$ cat src/rtl/lcdc_pkg.sv
package lcdc_pkg;

  typedef enum logic [1:0] {
    REG_DISP = 2'd0,
    REG_ATTR = 2'd1,
    REG_CGEN = 2'd2
  } region_e;

  typedef struct packed {
    logic status;
    logic rd;
    logic set_addr;
    logic entry;
    logic shift;
  } op_t;

  // start-up fill pattern of each memory region
  function automatic logic [7:0] fill_val(input int unsigned r, input int unsigned i);
    int unsigned v;
    case (r)
      0:       v = i * 3 + 1;
      1:       v = i ^ 32'hA5;
      default: v = i * 7 + 64;
    endcase
    return v[7:0];
  endfunction

endpackage

$ cat src/rtl/lcdc_decode.sv
module lcdc_decode
  import lcdc_pkg::*;
#(
  parameter int AC_W = 7,
  localparam int DW = AC_W + 1
) (
  input  logic            req,
  input  logic            busy,
  input  logic [1:0]      rs,
  input  logic            rw,
  input  logic [DW-1:0]   din,
  output op_t             op,
  output region_e         set_region,
  output logic [AC_W-1:0] set_addr,
  output logic            set_inc
);

  logic [3:0] opc;
  assign opc = din[DW-1:DW-4];

  always_comb begin
    op         = '0;
    set_region = REG_DISP;
    set_addr   = din[AC_W-1:0];
    set_inc    = din[1];
    if (req) begin
      unique case ({rs, rw})
        3'b101: op.status = 1'b1;
        3'b111: op.rd = !busy;
        3'b010: begin
          op.set_addr = !busy;
          set_region  = REG_ATTR;
        end
        3'b000: begin
          if (din[DW-1]) begin
            op.set_addr = !busy;
            set_region  = REG_DISP;
          end else if (din[DW-1:DW-2] == 2'b01) begin
            op.set_addr = !busy;
            set_region  = REG_CGEN;
            set_addr    = {1'b0, din[DW-3:0]};
          end else if (opc == 4'b0001) begin
            op.entry = !busy;
          end else if (opc == 4'b0010) begin
            op.shift = !busy;
          end
        end
        default: op = '0;
      endcase
    end
  end

endmodule

$ cat src/rtl/lcdc_busy_timer.sv
module lcdc_busy_timer #(
  parameter int BUSY_TICKS = 10,
  localparam int CNT_W = (BUSY_TICKS > 1) ? $clog2(BUSY_TICKS) : 1
) (
  input  logic clk,
  input  logic rst,
  input  logic start,
  input  logic osc_tick,
  output logic busy_q
);

  localparam logic [CNT_W-1:0] LAST = CNT_W'(BUSY_TICKS - 1);

  logic [CNT_W-1:0] cnt_q;

  always_ff @(posedge clk) begin
    if (rst) begin
      busy_q <= 1'b0;
      cnt_q  <= '0;
    end else if (start) begin
      busy_q <= 1'b1;
      cnt_q  <= '0;
    end else if (busy_q && osc_tick) begin
      if (cnt_q == LAST) begin
        busy_q <= 1'b0;
        cnt_q  <= '0;
      end else begin
        cnt_q <= cnt_q + 1'b1;
      end
    end
  end

  // the tick counter never passes the configured length
  a_r3_cnt_bound: assert property (@(posedge clk) disable iff (rst)
    cnt_q <= LAST);

  // busy cannot drop without an oscillator tick
  a_r3_busy_hold: assert property (@(posedge clk) disable iff (rst)
    (busy_q && !osc_tick) |=> busy_q);

endmodule

$ cat src/rtl/lcdc_addr_ctr.sv
module lcdc_addr_ctr
  import lcdc_pkg::*;
#(
  parameter int AC_W     = 7,
  parameter int DD_DEPTH = 80,
  parameter int CG_DEPTH = 64
) (
  input  logic            clk,
  input  logic            rst,
  input  logic            busy_i,
  input  op_t             op,
  input  region_e         set_region,
  input  logic [AC_W-1:0] set_addr,
  input  logic            set_inc,
  output logic [AC_W-1:0] ac_q,
  output region_e         region_q,
  output logic            inc_q
);

  localparam logic [AC_W-1:0] DD_LAST = AC_W'(DD_DEPTH - 1);
  localparam logic [AC_W-1:0] CG_LAST = AC_W'(CG_DEPTH - 1);

  function automatic logic [AC_W-1:0] last_of(input region_e r);
    return (r == REG_CGEN) ? CG_LAST : DD_LAST;
  endfunction

  logic [AC_W-1:0] set_mod;
  logic [AC_W-1:0] step_val;
  logic [AC_W-1:0] cur_last;
  int unsigned     raw;

  always_comb begin
    raw = 32'(set_addr);
    if (set_region == REG_CGEN) set_mod = AC_W'(raw % CG_DEPTH);
    else                        set_mod = AC_W'(raw % DD_DEPTH);
  end

  always_comb begin
    cur_last = last_of(region_q);
    if (inc_q) step_val = (ac_q == cur_last) ? '0 : ac_q + 1'b1;
    else       step_val = (ac_q == '0) ? cur_last : ac_q - 1'b1;
  end

  always_ff @(posedge clk) begin
    if (rst) begin
      ac_q     <= '0;
      region_q <= REG_DISP;
      inc_q    <= 1'b1;
    end else begin
      if (op.set_addr) begin
        ac_q     <= set_mod;
        region_q <= set_region;
      end else if (op.rd) begin
        ac_q <= step_val;
      end
      if (op.entry) inc_q <= set_inc;
    end
  end

  // the counter stays inside the selected region
  a_r8_ac_in_range: assert property (@(posedge clk) disable iff (rst)
    (region_q != 2'd3) && (ac_q <= last_of(region_q)));

  // nothing moves while the port is busy
  a_r4_hold_when_busy: assert property (@(posedge clk) disable iff (rst)
    busy_i |=> ($stable(ac_q) && $stable(region_q) && $stable(inc_q)));

endmodule

$ cat src/rtl/lcdc_ram_bank.sv
module lcdc_ram_bank
  import lcdc_pkg::*;
#(
  parameter int AC_W     = 7,
  parameter int DD_DEPTH = 80,
  parameter int CG_DEPTH = 64,
  localparam int DW = AC_W + 1
) (
  input  logic            clk,
  input  logic            rst,
  input  logic            fetch_en,
  input  region_e         region,
  input  logic [AC_W-1:0] addr,
  output logic [DW-1:0]   rdata
);

  logic [DW-1:0] qv [3];
  region_e       rsel_q;

  for (genvar g = 0; g < 3; g++) begin : gen_mem
    localparam int D  = (g == 2) ? CG_DEPTH : DD_DEPTH;
    localparam int IW = (D > 1) ? $clog2(D) : 1;

    logic [DW-1:0] mem [D];
    logic [DW-1:0] q;

    initial begin
      for (int i = 0; i < D; i++) mem[i] = fill_val(g, i);
    end

    always_ff @(posedge clk) begin
      if (fetch_en && (region == region_e'(g))) q <= mem[addr[IW-1:0]];
    end

    assign qv[g] = q;
  end

  always_ff @(posedge clk) begin
    if (rst)           rsel_q <= REG_DISP;
    else if (fetch_en) rsel_q <= region;
  end

  always_comb begin
    case (rsel_q)
      REG_ATTR: rdata = qv[1];
      REG_CGEN: rdata = qv[2];
      default:  rdata = qv[0];
    endcase
  end

endmodule

$ cat src/rtl/lcdc_host_rd.sv
module lcdc_host_rd
  import lcdc_pkg::*;
#(
  parameter int AC_W       = 7,
  parameter int DD_DEPTH   = 80,
  parameter int CG_DEPTH   = 64,
  parameter int BUSY_TICKS = 10,
  localparam int DW = AC_W + 1
) (
  input  logic          clk,
  input  logic          rst,
  input  logic          osc_tick,
  input  logic          req,
  input  logic [1:0]    rs,
  input  logic          rw,
  input  logic [DW-1:0] din,
  output logic [DW-1:0] dout
);

  op_t             op;
  region_e         set_region;
  logic [AC_W-1:0] set_addr;
  logic            set_inc;
  logic            busy_q;
  logic            start;
  logic [AC_W-1:0] ac_q;
  region_e         region_q;
  logic            inc_q;
  logic            fetch_q;
  logic [DW-1:0]   latch;

  lcdc_decode #(.AC_W(AC_W)) dec_i (
    .req(req), .busy(busy_q), .rs(rs), .rw(rw), .din(din),
    .op(op), .set_region(set_region), .set_addr(set_addr), .set_inc(set_inc)
  );

  assign start = op.rd | op.set_addr | op.entry | op.shift;

  lcdc_busy_timer #(.BUSY_TICKS(BUSY_TICKS)) tmr_i (
    .clk(clk), .rst(rst), .start(start), .osc_tick(osc_tick), .busy_q(busy_q)
  );

  lcdc_addr_ctr #(.AC_W(AC_W), .DD_DEPTH(DD_DEPTH), .CG_DEPTH(CG_DEPTH)) ctr_i (
    .clk(clk), .rst(rst), .busy_i(busy_q), .op(op),
    .set_region(set_region), .set_addr(set_addr), .set_inc(set_inc),
    .ac_q(ac_q), .region_q(region_q), .inc_q(inc_q)
  );

  // refetch one cycle after the counter settles; reset preloads entry 0
  always_ff @(posedge clk) begin
    if (rst) fetch_q <= 1'b1;
    else     fetch_q <= op.rd | op.set_addr | op.shift;
  end

  lcdc_ram_bank #(.AC_W(AC_W), .DD_DEPTH(DD_DEPTH), .CG_DEPTH(CG_DEPTH)) ram_i (
    .clk(clk), .rst(rst), .fetch_en(fetch_q), .region(region_q),
    .addr(ac_q), .rdata(latch)
  );

  always_ff @(posedge clk) begin
    if (rst)            dout <= '0;
    else if (op.status) dout <= {busy_q, ac_q};
    else if (op.rd)     dout <= latch;
  end

  // accepted work always raises busy
  a_r3_start_busy: assert property (@(posedge clk) disable iff (rst)
    start |=> busy_q);

  // a status read from idle leaves the port idle
  a_r2_status_no_start: assert property (@(posedge clk) disable iff (rst)
    (op.status && !busy_q) |=> !busy_q);

  // no work is accepted while busy
  a_r4_no_start_busy: assert property (@(posedge clk) disable iff (rst)
    busy_q |-> !start);

endmodule

$ cat config.mk
export PLATFORM = sky130hd
export DESIGN_NAME = lcdc_host_rd
export DESIGN_NICKNAME = d
export VERILOG_FILES = /design/src/rtl/lcdc_pkg.sv /design/src/rtl/lcdc_decode.sv /design/src/rtl/lcdc_busy_timer.sv /design/src/rtl/lcdc_addr_ctr.sv /design/src/rtl/lcdc_ram_bank.sv /design/src/rtl/lcdc_host_rd.sv
export SDC_FILE = /design/constraint.sdc
export NUM_CORES = 1
export LEC_CHECK = 0
export BUFFER_PORTS_ARGS = -buffer_cell sky130_fd_sc_hd__buf_2
export CORE_ASPECT_RATIO = 0.8
export CORE_MARGIN = 2
export CORE_UTILIZATION = 50
export CTS_CLUSTER_DIAMETER = 120
export DETAILED_ROUTE_END_ITERATION = 8
export MAX_ROUTING_LAYER = met4
export PLACE_DENSITY_LB_ADDON = 0.05
export SLEW_MARGIN = 0
export SYNTH_ARGS = -nofsm -noshare
export SYNTH_HDL_FRONTEND = slang
export SYNTH_SLANG_ARGS = --single-unit
$ cat constraint.sdc
create_clock -name clk -period 1.73 [get_ports clk]
set_input_delay 0.2595 -clock clk [delete_from_list [all_inputs] [get_ports clk]]
set_output_delay 0.2595 -clock clk [all_outputs]
set_load 0.005 [all_outputs]
### Word level (Yosys, flattened, before mapping)

Memory sizes are Yosys's and may differ from the RTL's. A register that Yosys moved wholly into a read port is not among the register bits.
Index checks and enable logic that the tools add are counted.

| storage, ports and cells | value |
|---|---|
| register bits after elaboration | 34 |
| memory bits (read-only) | 1,712 |
| output and inout bits | 8 |
| memories kept | 3 |

| operators by class | value |
|---|---|
| add/subtract/negate cells | 3 |
| div/mod/pow operators | 1 |
| eq/ne operators | 13 |
| mux-type cells | 34 |
| bitwise operators | 4 |
| reductions and logical operators | 14 |

Memory list:

| name | depth | width | rd ports | clocked after Yosys merged registers in | wr ports | line | source |
|---|---|---|---|---|---|---|---|
| ram_i.gen_mem[0].mem | 80 | 8 | 1 | 1 | 0 | lcdc_ram_bank.sv:24 | `logic [DW-1:0] mem [D];` |
| ram_i.gen_mem[1].mem | 80 | 7 | 1 | 1 | 0 | lcdc_ram_bank.sv:24 |  |
| ram_i.gen_mem[2].mem | 64 | 8 | 1 | 1 | 0 | lcdc_ram_bank.sv:24 |  |

Operators by type and width:

| kind | number |
|---|---|
| 2-to-1 mux 7 bit | 11 |
| remainder unit 7 x 7 -> 32 bit (second input constant) | 1 |
| 2-to-1 mux 8 bit | 2 |
| case mux 8 bit (2 select lines) | 1 |
| 2-to-1 mux 2 bit | 6 |
| 2-to-1 mux 1 bit | 10 |
| nonzero test 2 bit | 4 |
| adder 7 x 1 -> 7 bit (second input constant) | 1 |
| equality test 7 bit | 1 |
| zero test 7 bit | 1 |
| subtractor 7 x 1 -> 7 bit (second input constant) | 1 |
| equality test 2 x 1 -> 1 bit (second input constant) | 3 |
| equality test 2 bit (second input constant) | 3 |
| equality test 3 bit (second input constant) | 2 |
| 2-to-1 mux 5 bit | 1 |
| adder 4 x 1 -> 4 bit (second input constant) | 1 |
| equality test 4 x 1 -> 1 bit (second input constant) | 1 |
| equality test 4 x 2 -> 1 bit (second input constant) | 1 |
| equality test 4 bit (second input constant) | 1 |
| logical AND 1 bit | 4 |
| 2-to-1 mux 4 bit | 1 |
| bitwise OR 1 bit | 4 |
| case mux 2 bit (2 select lines) | 1 |
| equality test 3 x 2 -> 1 bit (second input constant) | 1 |
| other kinds (6) | 6 |

### Longest topological paths before layout

Gate-level depths: netlist of the first run.

| logic depth | value |
|---|---|
| depth in word-level cells | 12 |
| mapped depth | 9 |
| mapped depth without buffers | 8 |

### Modules after synthesis

Synthesis of the first run repeated with hierarchy kept, for this count alone.

| unflattened totals | value |
|---|---|
| cells, all modules | 355 |
| area, all modules | 3,224.3 sq um |

Modules (own cells, without submodules):

| module | times used | cells an instance | area each (sq um) | seq. area each (sq um) |
|---|---|---|---|---|
| lcdc_ram_bank | 1 | 150 | 1,532.7 | 730.7 |
| lcdc_addr_ctr | 1 | 120 | 895.9 | 200.2 |
| lcdc_host_rd | 1 | 38 | 411.6 | 180.2 |
| lcdc_busy_timer | 1 | 25 | 236.5 | 100.1 |
| lcdc_decode | 1 | 22 | 147.6 | 0.0 |

### Least setup slack after synthesis of the first run

OpenSTA, ideal clock, no wires.

| timing path | value |
|---|---|
| kind | register to register |
| start point | register ctr_i.ac_q[0] |
| end point | register ram_i.gen_mem[2].q[6], read port of ram_i.gen_mem[2].mem, data pin |
| library setup time | 254 ps |
| arrival time | 1,665 ps |
| required time | 1,476 ps |
| setup slack | -189 ps |
| stages on the path, launching flop included | 10 |
| path buffers | 1 |
| period minus slack after synthesis | 1,919 ps |
| cells stage by stage | dfxtp_1 -> clkbuf_1 -> inv_1 -> ha_1 -> inv_1 -> ha_1 -> mux2_2 -> nor2_1 -> a31oi_1 -> a21o_1 |

RTL lines:

| item | line | source |
|---|---|---|
| from (decl) | lcdc_addr_ctr.sv:15 | `output logic [AC_W-1:0] ac_q,` |
| from (signal assigned) | lcdc_addr_ctr.sv:51 | `ac_q <= set_mod;` |
| from (signal assigned) | lcdc_addr_ctr.sv:54 | `ac_q <= step_val;` |
| to (decl) | lcdc_ram_bank.sv:25 | `logic [DW-1:0] q;` |

==> metrics.yaml, run 1 <==
run_status:
  outcome: "complete, no violations"
global_route:
  grt_pass1_vias: 2555
  grt_first_pass_wirelength_microns: 12800
  antenna_found_initial: 0
  grt_overflow: 0
  grt_start_max_net_pins: 26
  grtUsageTotal: 0.254
finish:
  fillers: 519
  antenna_cells: 0
  area_delta_synth_final_pct: 19.2
  drive_above_1_share: 0.238
  design_area_sq_mm: 0.00366
  nets: 408
timing:
  finalHoldViolCount: 0
  slew_headroom: 0.653
  rsz0062_at_grt: "no"
  worst_pin_slew_ns: 0.516
  fin_skew_ns: 0.00853
  fin_ws_ns: 0.0604
  period_needed_ns: 1.67
  slew_violations: 0
  fmax_ghz: 0.599
  setup_viol: 0
  hold-worst-slack_ns: 0.177
  post-route-period-util: 0.965
placed_design:
  place_ws_ns: -0.0866
  post_dp_cell_area_sq_mm: 0.00352
  dp_hpwl_microns: 5920
  io_buffers: 22
  gp_congestion: 0.883
synthesis:
  synth_fa_ha_area_frac: 0.0651
  synth_top_family_by_area: "compound AO/OA/AOI/OAI gates"
  synth-seq-cells: 49
  synthMuxAreaShare: 0.0297
  synth-compound-area-share: 0.220
  synth.cell_area_sq_mm: 0.00307
  postSynthCellCount: 330
  yosysWarnings: 0
  dominantRegCellSynth: "dfxtp_1"
  ys_seq_area_frac: 0.394
  synth-edff-count: 23
  synth.avg_cell_area_sq_um: 9.31
  ys_async_sr_fraction: 0
  netlist-cell-type-count: 60
  synthSimpleGateAreaFrac: 0.192
  synth_nets: 361
  synth_xor_area_frac: 0.0342
hold_path:
  hold_path_class: "in -> reg"
detailed_routing:
  vias_per_cell: 5.83
  route.detailed.drc: 0
  wl_per_cell_microns: 17.2
  vias: 2677
  drt-initial-drc-count: 158
  routed_wl_microns: 7880
  drt_first_pass_iters: 4
  drtAntennaViolNets: 0
floorplanning:
  die_area_sq_mm: 0.00679
  io_pins: 23
  die_h_microns: 74.1
  die_w_microns: 91.7
  start_util: 0.520
  rows: 25
  coreArea_sq_mm: 0.00591
critical_path:
  startpoint: "ctr_i.ac_q[1]"
  crit_fanout: 5
  cp_slowest_cell: "dfxtp_4"
  crit_arrival_ns: 1.73
  crit_required_ns: 1.79
  slowest_delay_ns: 0.38
  path_delay_family: "flip-flops"
  path_buf_inv: 2
  r2r-end: "ram_i.gen_mem[2].q[6]"
  criticalPathCategory: "reg -> reg"
  endpoint_kind: "register"
  crit_end: "ram_i.gen_mem[2].q[6]"
  rrSetupSlack_ns: 0.06
  critical_path_depth: 8
  worstPathCellList: "inv_4 -> ha_4 -> inv_1 -> ha_2 -> mux2_2 -> nor2_1 -> a31oi_1 -> a21o_1"
  r2r-start: "ctr_i.ac_q[1]"
  startpoint_type: "register"
  worst-r2r-cell-count: 8
clock_network:
  clk_pin_slew_ns: 0.09
  cts_tree: "done"
  clock_sinks: 49
  h-tree-depth: 2
  ctsHoldBuffers: 0
  cts_made_buffers: 5
  clock_latency_ns: 0.31
  cts-root-buf: "clkbuf_8"
  cts_buffer_depth: 2
power:
  internal_power_mw: 1.93
  switching_power_uw: 702
  peakVddDrop_mv: 0.373
  combPwrFrac: 0.188
  power.share.sequential: 0.494
  p_clk_frac: 0.318
  p_per_area_mw_per_mm2: 717
  p_leak_nw: 1.40
  swShare: 0.267
flow_run:
  maxCapViolCount: 0
==> worst min-delay path by stage <==
stage                        from           to  slack (ns)  cells past startpoint
after global routing       din[1]  ctr_i.inc_q        0.20                      3
after global placement    dout[7]      dout[7]        0.44                      2
after floorplan            din[1]  ctr_i.inc_q        0.38                      2
after CTS                  din[1]  ctr_i.inc_q        0.18                      3
after detailed placement  dout[0]      dout[0]        0.45                      2
final                      din[1]  ctr_i.inc_q        0.18                      3
==> what timing repair did <==
item / 4_1_cts / 5_1_grt
resized for setup: 7 / 5
setup buffers: 0 / 0
endpoints found under the setup margin: 9 / 8
==> logic make-up (layout without fill, tap and decap cells) <==
logic type / Yosys count / after routing
xor+xnor: 12 / 12
flops: 49 / 49
mux: 9 / 9
fa+ha+maj: 16 / 16
compound gates: 99 / 99
buf+inv: 37 / 85
simple gates: 108 / 108
==> cell usage in the layout, fill, tap and decap left out, drive strengths merged, types with 2 or more instances in the layout <==
| master | synthesis | routed |
|---|---|---|
| a311oi | 4 | 4 |
| nand2 | 31 | 31 |
| buf | 7 | 62 |
| dfxtp | 26 | 26 |
| and4b | 2 | 2 |
| inv | 13 | 13 |
| a31oi | 6 | 6 |
| a21boi | 2 | 2 |
| mux2i | 8 | 8 |
| ha | 16 | 16 |
| nand4 | 6 | 6 |
| clkinv | 2 | 3 |
| o311ai | 3 | 3 |
| a211oi | 5 | 5 |
| or3 | 3 | 3 |
| a21o | 3 | 3 |
| nor2 | 18 | 18 |
| nand3 | 12 | 12 |
| clkbuf | 15 | 6 |
| edfxtp | 23 | 23 |
| a21oi | 20 | 20 |
| nor4 | 5 | 5 |
| nor2b | 6 | 6 |
| xor2 | 4 | 4 |
| nor3 | 5 | 5 |
| xnor2 | 8 | 8 |
| o21ai | 25 | 25 |
| nor3b | 4 | 4 |
| and2 | 4 | 4 |
| a22oi | 16 | 16 |
| nand2b | 6 | 6 |
| o221ai | 4 | 4 |
==> power groups by stage <==
stage	combinational [mW]	clock (mW)	sequential [mW]
floorplan	0.301	0	1.31
global placement	0.484	0	1.32
detailed placement	0.486	0	1.32
CTS	0.490	0.845	1.30
global route	0.545	0.901	1.30
finish	0.495	0.835	1.30
==> cell usage after synthesis (8+ instances only) <==
| cell type | count | area [sq um] |
|---|---|---|
| xnor2_1 | 8 | 70.1 |
| o21ai_0 | 22 | 110 |
| nand3_1 | 12 | 60.1 |
| dfxtp_1 | 26 | 521 |
| edfxtp_1 | 23 | 691 |
| mux2i_1 | 8 | 80.1 |
| a21oi_1 | 20 | 100 |
| ha_1 | 16 | 200 |
| nand2_1 | 31 | 116 |
| clkbuf_1 | 11 | 41.3 |
| inv_1 | 13 | 48.8 |
| a22oi_1 | 16 | 120 |
| nor2_1 | 17 | 63.8 |
==> per-layer routing <==
metal / global-route usage / vias to the layer above / share of wire
met5: - / - / 0
met4: 0.0505 / 0 / 0.0075
met3: 0.0446 / 6 / 0.038
met2: 0.400 / 59 / 0.45
met1: 0.349 / 1290 / 0.50
li1: - / 1322 / -
==> area by class of cell <==
cell class / count / area (sq um) / share of cell area
clock inverter: 2 / 38.8 / 0.0106
sequential: 49 / 1220 / 0.333
multi-input combinational: 244 / 1700 / 0.463
inverter: 15 / 61.3 / 0.0167
clock buffer: 6 / 72.6 / 0.0198
timing repair buffer: 62 / 473 / 0.129
tap: 81 / 101 / 0.0277
==> registers in the layout (all words and copies together) (netlist names) <==
signal / cells
ctr_i.ac_q: 7
ctr_i.inc_q: 1
ctr_i.region_q: 2
dout: 8
fetch_q: 1
ram_i.gen_mem.q: 23
ram_i.rsel_q: 2
tmr_i.busy_q: 1
tmr_i.cnt_q: 4
==> metrics by stage <==
| step | std cells | TNS (ns) | power, mW | util |
|---|---|---|---|---|
| global route | 459 | 0 | 2.75 | 0.620 |
| CTS | 459 | 0 | 2.63 | 0.617 |
| finish | 459 | 0 | 2.63 | 0.620 |
| detailed placement | 451 | -0.242 | 1.81 | 0.596 |
| floorplan | 330 | -0.0139 | 1.61 | - |
| global placement | 451 | -0.0257 | 1.81 | 0.596 |
==> worst min-delay path, delay by kind of cell <==
family	cells	cell delay [ns]
and+or+nand+nor	1	0.06
muxes	1	0.06
buffers and inverters	1	0.09
Power figures use the tool's default switching activity.
==> inputs of run 2 (changes only) <==
Settings changed: CORE_ASPECT_RATIO 0.8 to 1.75, PLACE_DENSITY from default to 0.69, PLACE_DENSITY_LB_ADDON 0.05 to default.
==> run 2 against run 1 <==
Net effect:
- sequential share of layout area rose by 0.29 points
- design area shrank 0.96%
- core utilization is 0.74 points lower
- non-clock buffer count rose by 1
- global-route usage shrank 0.81 points
- largest cell class unchanged
==> metrics.yaml, run 2 (synthesis results as in run 1) <==
run_status:
  outcome: "complete, no violations"
detailed_routing:
  routed_wl_microns: 7740
  route.detailed.drc: 0
  drtAntennaViolNets: 0
  drt-initial-drc-count: 128
  wl_per_cell_microns: 16.9
  vias: 2731
  drt_first_pass_iters: 4
  vias_per_cell: 5.98
timing:
  period_needed_ns: 1.71
  post-route-period-util: 0.990
  setup_viol: 0
  slew_headroom: 0.672
  final.setup.tns_ns: 0
  rsz0062_at_grt: "yes"
  slew_violations: 0
  finalHoldViolCount: 0
  fmax_ghz: 0.584
  worst_pin_slew_ns: 0.488
  fin_skew_ns: 0.0127
global_route:
  antenna_found_initial: 0
  grt_pass1_vias: 2712
  grt_overflow: 0
  grt_first_pass_wirelength_microns: 12500
  grt_start_max_net_pins: 18
  grtUsageTotal: 0.246
finish:
  fillers: 579
  largest_register: "ram_i.gen_mem.q"
  regArea_sq_mm: 0.00122
  multiInputGateArea_sq_mm: 0.00173
  nets: 409
  drive_above_1_share: 0.264
  area_delta_synth_final_pct: 18.1
  layout.cells.most_common: "buf_4"
  antenna_cells: 0
  largest_registers: "ram_i.gen_mem.q x23, dout x8, ctr_i.ac_q x7"
  final_cell_mix: "40 x buf_4, 31 x nand2_1, 23 x edfxtp_1"
  largest_reg_flops: 23
  final_util: 0.612
clock_network:
  cts_tree: "done"
  clk_pin_slew_ns: 0.09
  clock_sinks: 49
  cts_buffer_depth: 2
  cts_made_buffers: 5
  h-tree-depth: 2
  ctsHoldBuffers: 0
  cts-root-buf: "clkbuf_8"
  clock_latency_ns: 0.31
floorplanning:
  coreArea_sq_mm: 0.00593
  die_h_microns: 108
  rows: 37
  die_area_sq_mm: 0.00681
  die_w_microns: 63.3
  start_util: 0.519
  io_pins: 23
critical_path:
  crit_arrival_ns: 1.78
  r2r-start: "ctr_i.ac_q[0]"
  startpoint: "ctr_i.ac_q[0]"
  worst-r2r-cell-count: 9
  r2r-end: "ram_i.gen_mem[2].q[6]"
  crit_fanout: 5
  endpoint_kind: "register"
  rrSetupSlack_ns: 0.02
  crit_required_ns: 1.79
  criticalPathCategory: "reg -> reg"
  startpoint_type: "register"
hold_path:
  worstHoldStart: "din[1]"
  hold_path_class: "in -> reg"
  hold-path-endpoint: "ctr_i.inc_q"
  hold_depth: 3
power:
  peakVddDrop_mv: 0.394
  p_per_area_mw_per_mm2: 679
  p_leak_nw: 1.39
flow_run:
  maxCapViolCount: 0
placed_design:
  dp_hpwl_microns: 6020
  gp_congestion: 0.976
  io_buffers: 22
[run 2: per-stage QoR]
stage | hold slack, ns | power (mW) | worst slack, ns | instances | area [sq um]
floorplan | 0.385 | 1.61 | -0.0139 | 330 | 3090
global placement | 0.438 | 1.78 | -0.0657 | 448 | 3470
detailed placement | 0.443 | 1.79 | -0.0826 | 448 | 3470
CTS | 0.187 | 2.46 | -0.00379 | 456 | 3580
global route | 0.216 | 2.57 | -0.0309 | 457 | 3630
finish | 0.189 | 2.46 | 0.0166 | 457 | 3630
[run 2: timing repair]
item,4_1_cts,5_1_grt
endpoints found under the hold margin,0,0
setup endpoints to repair,7,12
resized for setup,9,13
buffers inserted,0,1
pin swaps,0,5
[run 2: layout make-up]
type | count | area share
Clock buffer | 6 | 0.0200
Clock inverter | 2 | 0.00379
Inverter | 15 | 0.0169
Multi-Input combinational cell | 244 | 0.478
Sequential cell | 49 | 0.336
Tap cell | 78 | 0.0269
Timing Repair Buffer | 63 | 0.119
[run 2: how the worst max path moves through the flow]
stage                                  to  slack, ns
global placement            ctr_i.ac_q[5]      -0.07
global route                ctr_i.ac_q[6]      -0.03
CTS                 ram_i.gen_mem[2].q[5]     -0.004
detailed placement          ctr_i.ac_q[5]      -0.08
floorplan           ram_i.gen_mem[2].q[6]      -0.01
finish              ram_i.gen_mem[2].q[6]       0.02
[run 2: where the power goes]
group / internal, mW / switching (mW) / leakage, nW / total (mW)
Combinational: 0.225 / 0.264 / 0.909 / 0.490
Clock: 0.289 / 0.388 / 0.0456 / 0.676
Sequential: 1.27 / 0.0329 / 0.434 / 1.30
[run 2: critical path, stage by stage (launching register included)]
cell and delay (ns):
dfxtp_2 0.35, buf_4 0.14, inv_4 0.05, ha_4 0.14
inv_2 0.04, ha_4 0.17, mux2_2 0.27, nor2_2 0.10
a31oi_1 0.04, a21o_1 0.16
[run 2: layer usage]
metal,wire (microns),vias up,track usage
li1,-,1325,-
met1,2760,1287,0.227
met2,4240,81,0.461
met3,286,38,0.0282
met4,454,0,0.172
met5,0,-,-
==> inputs of run 3 (changes only) <==
Settings changed: BUFFER_PORTS_ARGS -buffer_cell sky130_fd_sc_hd__buf_2 to -buffer_cell sky130_fd_sc_hd__clkbuf_2, GPL_ROUTABILITY_DRIVEN from default to 0, HOLD_SLACK_MARGIN from default to 0.02.
==> run 3 against run 2 <==
Net effect:
- the flow now finishes with violations (setup timing)
- hold slack worse by 0.0023 ns
- register-to-register slack worse by 0.02 ns
- combinational power up 2%
- core utilization up 0.23 points
- highest routed layer unchanged
- clock-buffer cell count down 1
- fmax down 1.3%
- cell count down 0.22%
- non-clock buffer count down 1
==> metrics.yaml, run 3 (synthesis results as in run 1) <==
detailed_routing:
  vias: 2718
  drt_first_pass_iters: 4
  drtAntennaViolNets: 0
  drt-initial-drc-count: 109
  routed_wl_microns: 7890
  vias_per_cell: 5.96
  wl_per_cell_microns: 17.3
  route.detailed.drc: 0
power:
  p_leak_nw: 1.39
  peakVddDrop_mv: 0.568
  p_per_area_mw_per_mm2: 689
placed_design:
  dp_hpwl_microns: 6180
  io_buffers: 22
  post_dp_cell_area_sq_mm: 0.00346
floorplanning:
  start_util: 0.519
  die_area_sq_mm: 0.00681
  coreArea_sq_mm: 0.00593
  die_h_microns: 108
  die_w_microns: 63.3
  rows: 37
  io_pins: 23
critical_path:
  worstPathCellList: "buf_6 -> inv_4 -> ha_4 -> inv_2 -> ha_4 -> mux2_4 -> nor2_2 -> a31oi_1 -> a21o_1"
  path_delay_family: "flip-flops"
  startpoint_type: "register"
  crit_fanout: 5
  crit_arrival_ns: 1.80
  crit_required_ns: 1.80
  criticalPathCategory: "reg -> reg"
  slowest_delay_ns: 0.36
  path_buf_inv: 3
  cp_slowest_cell: "dfxtp_4"
  endpoint_kind: "register"
  critPathMostFrequentCell: "ha_4"
finish:
  largest_registers: "ram_i.gen_mem.q x23, dout x8, ctr_i.ac_q x7"
  regArea_sq_mm: 0.00122
  final_cell_mix: "37 x buf_4, 31 x nand2_1, 23 x dfxtp_1, 23 x edfxtp_1, 22 x clkbuf_2"
  antenna_cells: 0
  largest_register: "ram_i.gen_mem.q"
  multiInputGateArea_sq_mm: 0.00174
  design_area_sq_mm: 0.00364
  layout.cells.most_common: "buf_4"
  largest_reg_flops: 23
  drive_above_1_share: 0.257
  nets: 408
  area_delta_synth_final_pct: 18.5
  fillers: 575
clock_network:
  cts-root-buf: "clkbuf_8"
  cts_tree: "done"
  clock_sinks: 49
  clk_pin_slew_ns: 0.10
  clock_latency_ns: 0.32
  cts_buffer_depth: 2
  cts_made_buffers: 5
  ctsHoldBuffers: 0
  h-tree-depth: 2
timing:
  setup_viol: 1
  slew_headroom: 0.674
  fmax_ghz: 0.576
  fin_ws_ns: -0.00601
  fin_skew_ns: 0.0142
  hold-worst-slack_ns: 0.186
  finalHoldViolCount: 0
  rsz0062_at_grt: "yes"
  slew_violations: 0
  post-route-period-util: 1.00
  period_needed_ns: 1.74
  worst_pin_slew_ns: 0.483
global_route:
  grt_overflow: 0
  grt_start_max_net_pins: 30
  antenna_found_initial: 0
  grt_first_pass_wirelength_microns: 13000
  grt_pass1_vias: 2723
  grtUsageTotal: 0.255
flow_run:
  maxCapViolCount: 0
run_status:
  outcome: "finished with violations"
  violations: "setup timing"
hold_path:
  hold_path_class: "in -> reg"
## run 3: power breakdown
part	internal (mW)	switching, mW
registers	1.27	0.0312
logic	0.231	0.270
clock network	0.296	0.418
total	1.79	0.719
## run 3: stage by stage
step	std cells	utilization	setup WS [ns]	power, mW	TNS [ns]
2_1_floorplan	330	-	-0.0139	1.61	-0.0139
3_3_place_gp	447	0.584	-0.0624	1.78	-0.0714
3_5_place_dp	447	0.584	-0.0746	1.79	-0.147
5_1_grt	456	0.615	-0.0520	2.63	-0.0528
6_report	456	0.615	-0.00601	2.51	-0.00601
4_1_cts	455	0.603	-0.00859	2.51	-0.0143
## run 3: final timing paths
path	startpoint	endpoint	slack (ns)	cells after the start
setup / recovery	ctr_i.ac_q[0]	ram_i.gen_mem[2].q[6]	-0.006	9
hold / removal	din[1]	ctr_i.inc_q	0.19	3
setup reg to reg	ctr_i.ac_q[0]	ram_i.gen_mem[2].q[6]	-0.006	9
hold reg to reg	dout[7]	dout[7]	0.45	2
## run 3: layout make-up
type,instances,share of cell area
clock inverter,3,0.00687
tap,78,0.0268
sequential,49,0.334
multi-input combinational,244,0.479
clock buffer,5,0.0189
inverter,15,0.0161
timing repair buffer,62,0.118
## run 3: repair_timing
item / CTS / global route
gates resized for setup: 6 / 18
buffers inserted: 0 / 1
setup endpoints to repair: 6 / 15
pin swaps: 1 / 4
## run 3: worst reg2reg max path, delay by kind of cell (launching register included)
kind,cells,cell delay (ns)
flip-flops,1,0.36
adder cells (fa/ha/maj),2,0.30
multiplexers,1,0.27
AO/OA/AOI/OAI,2,0.25
buffers and inverters,3,0.20
AND/OR/NAND/NOR,1,0.10
## run 3: routing by layer
metal / vias to the layer above / track usage / routed length, microns
met5: - / - / 0
met3: 28 / 0.0345 / 271
li1: 1323 / - / -
met2: 75 / 0.483 / 4540
met4: 0 / 0.143 / 349
met1: 1292 / 0.243 / 2730
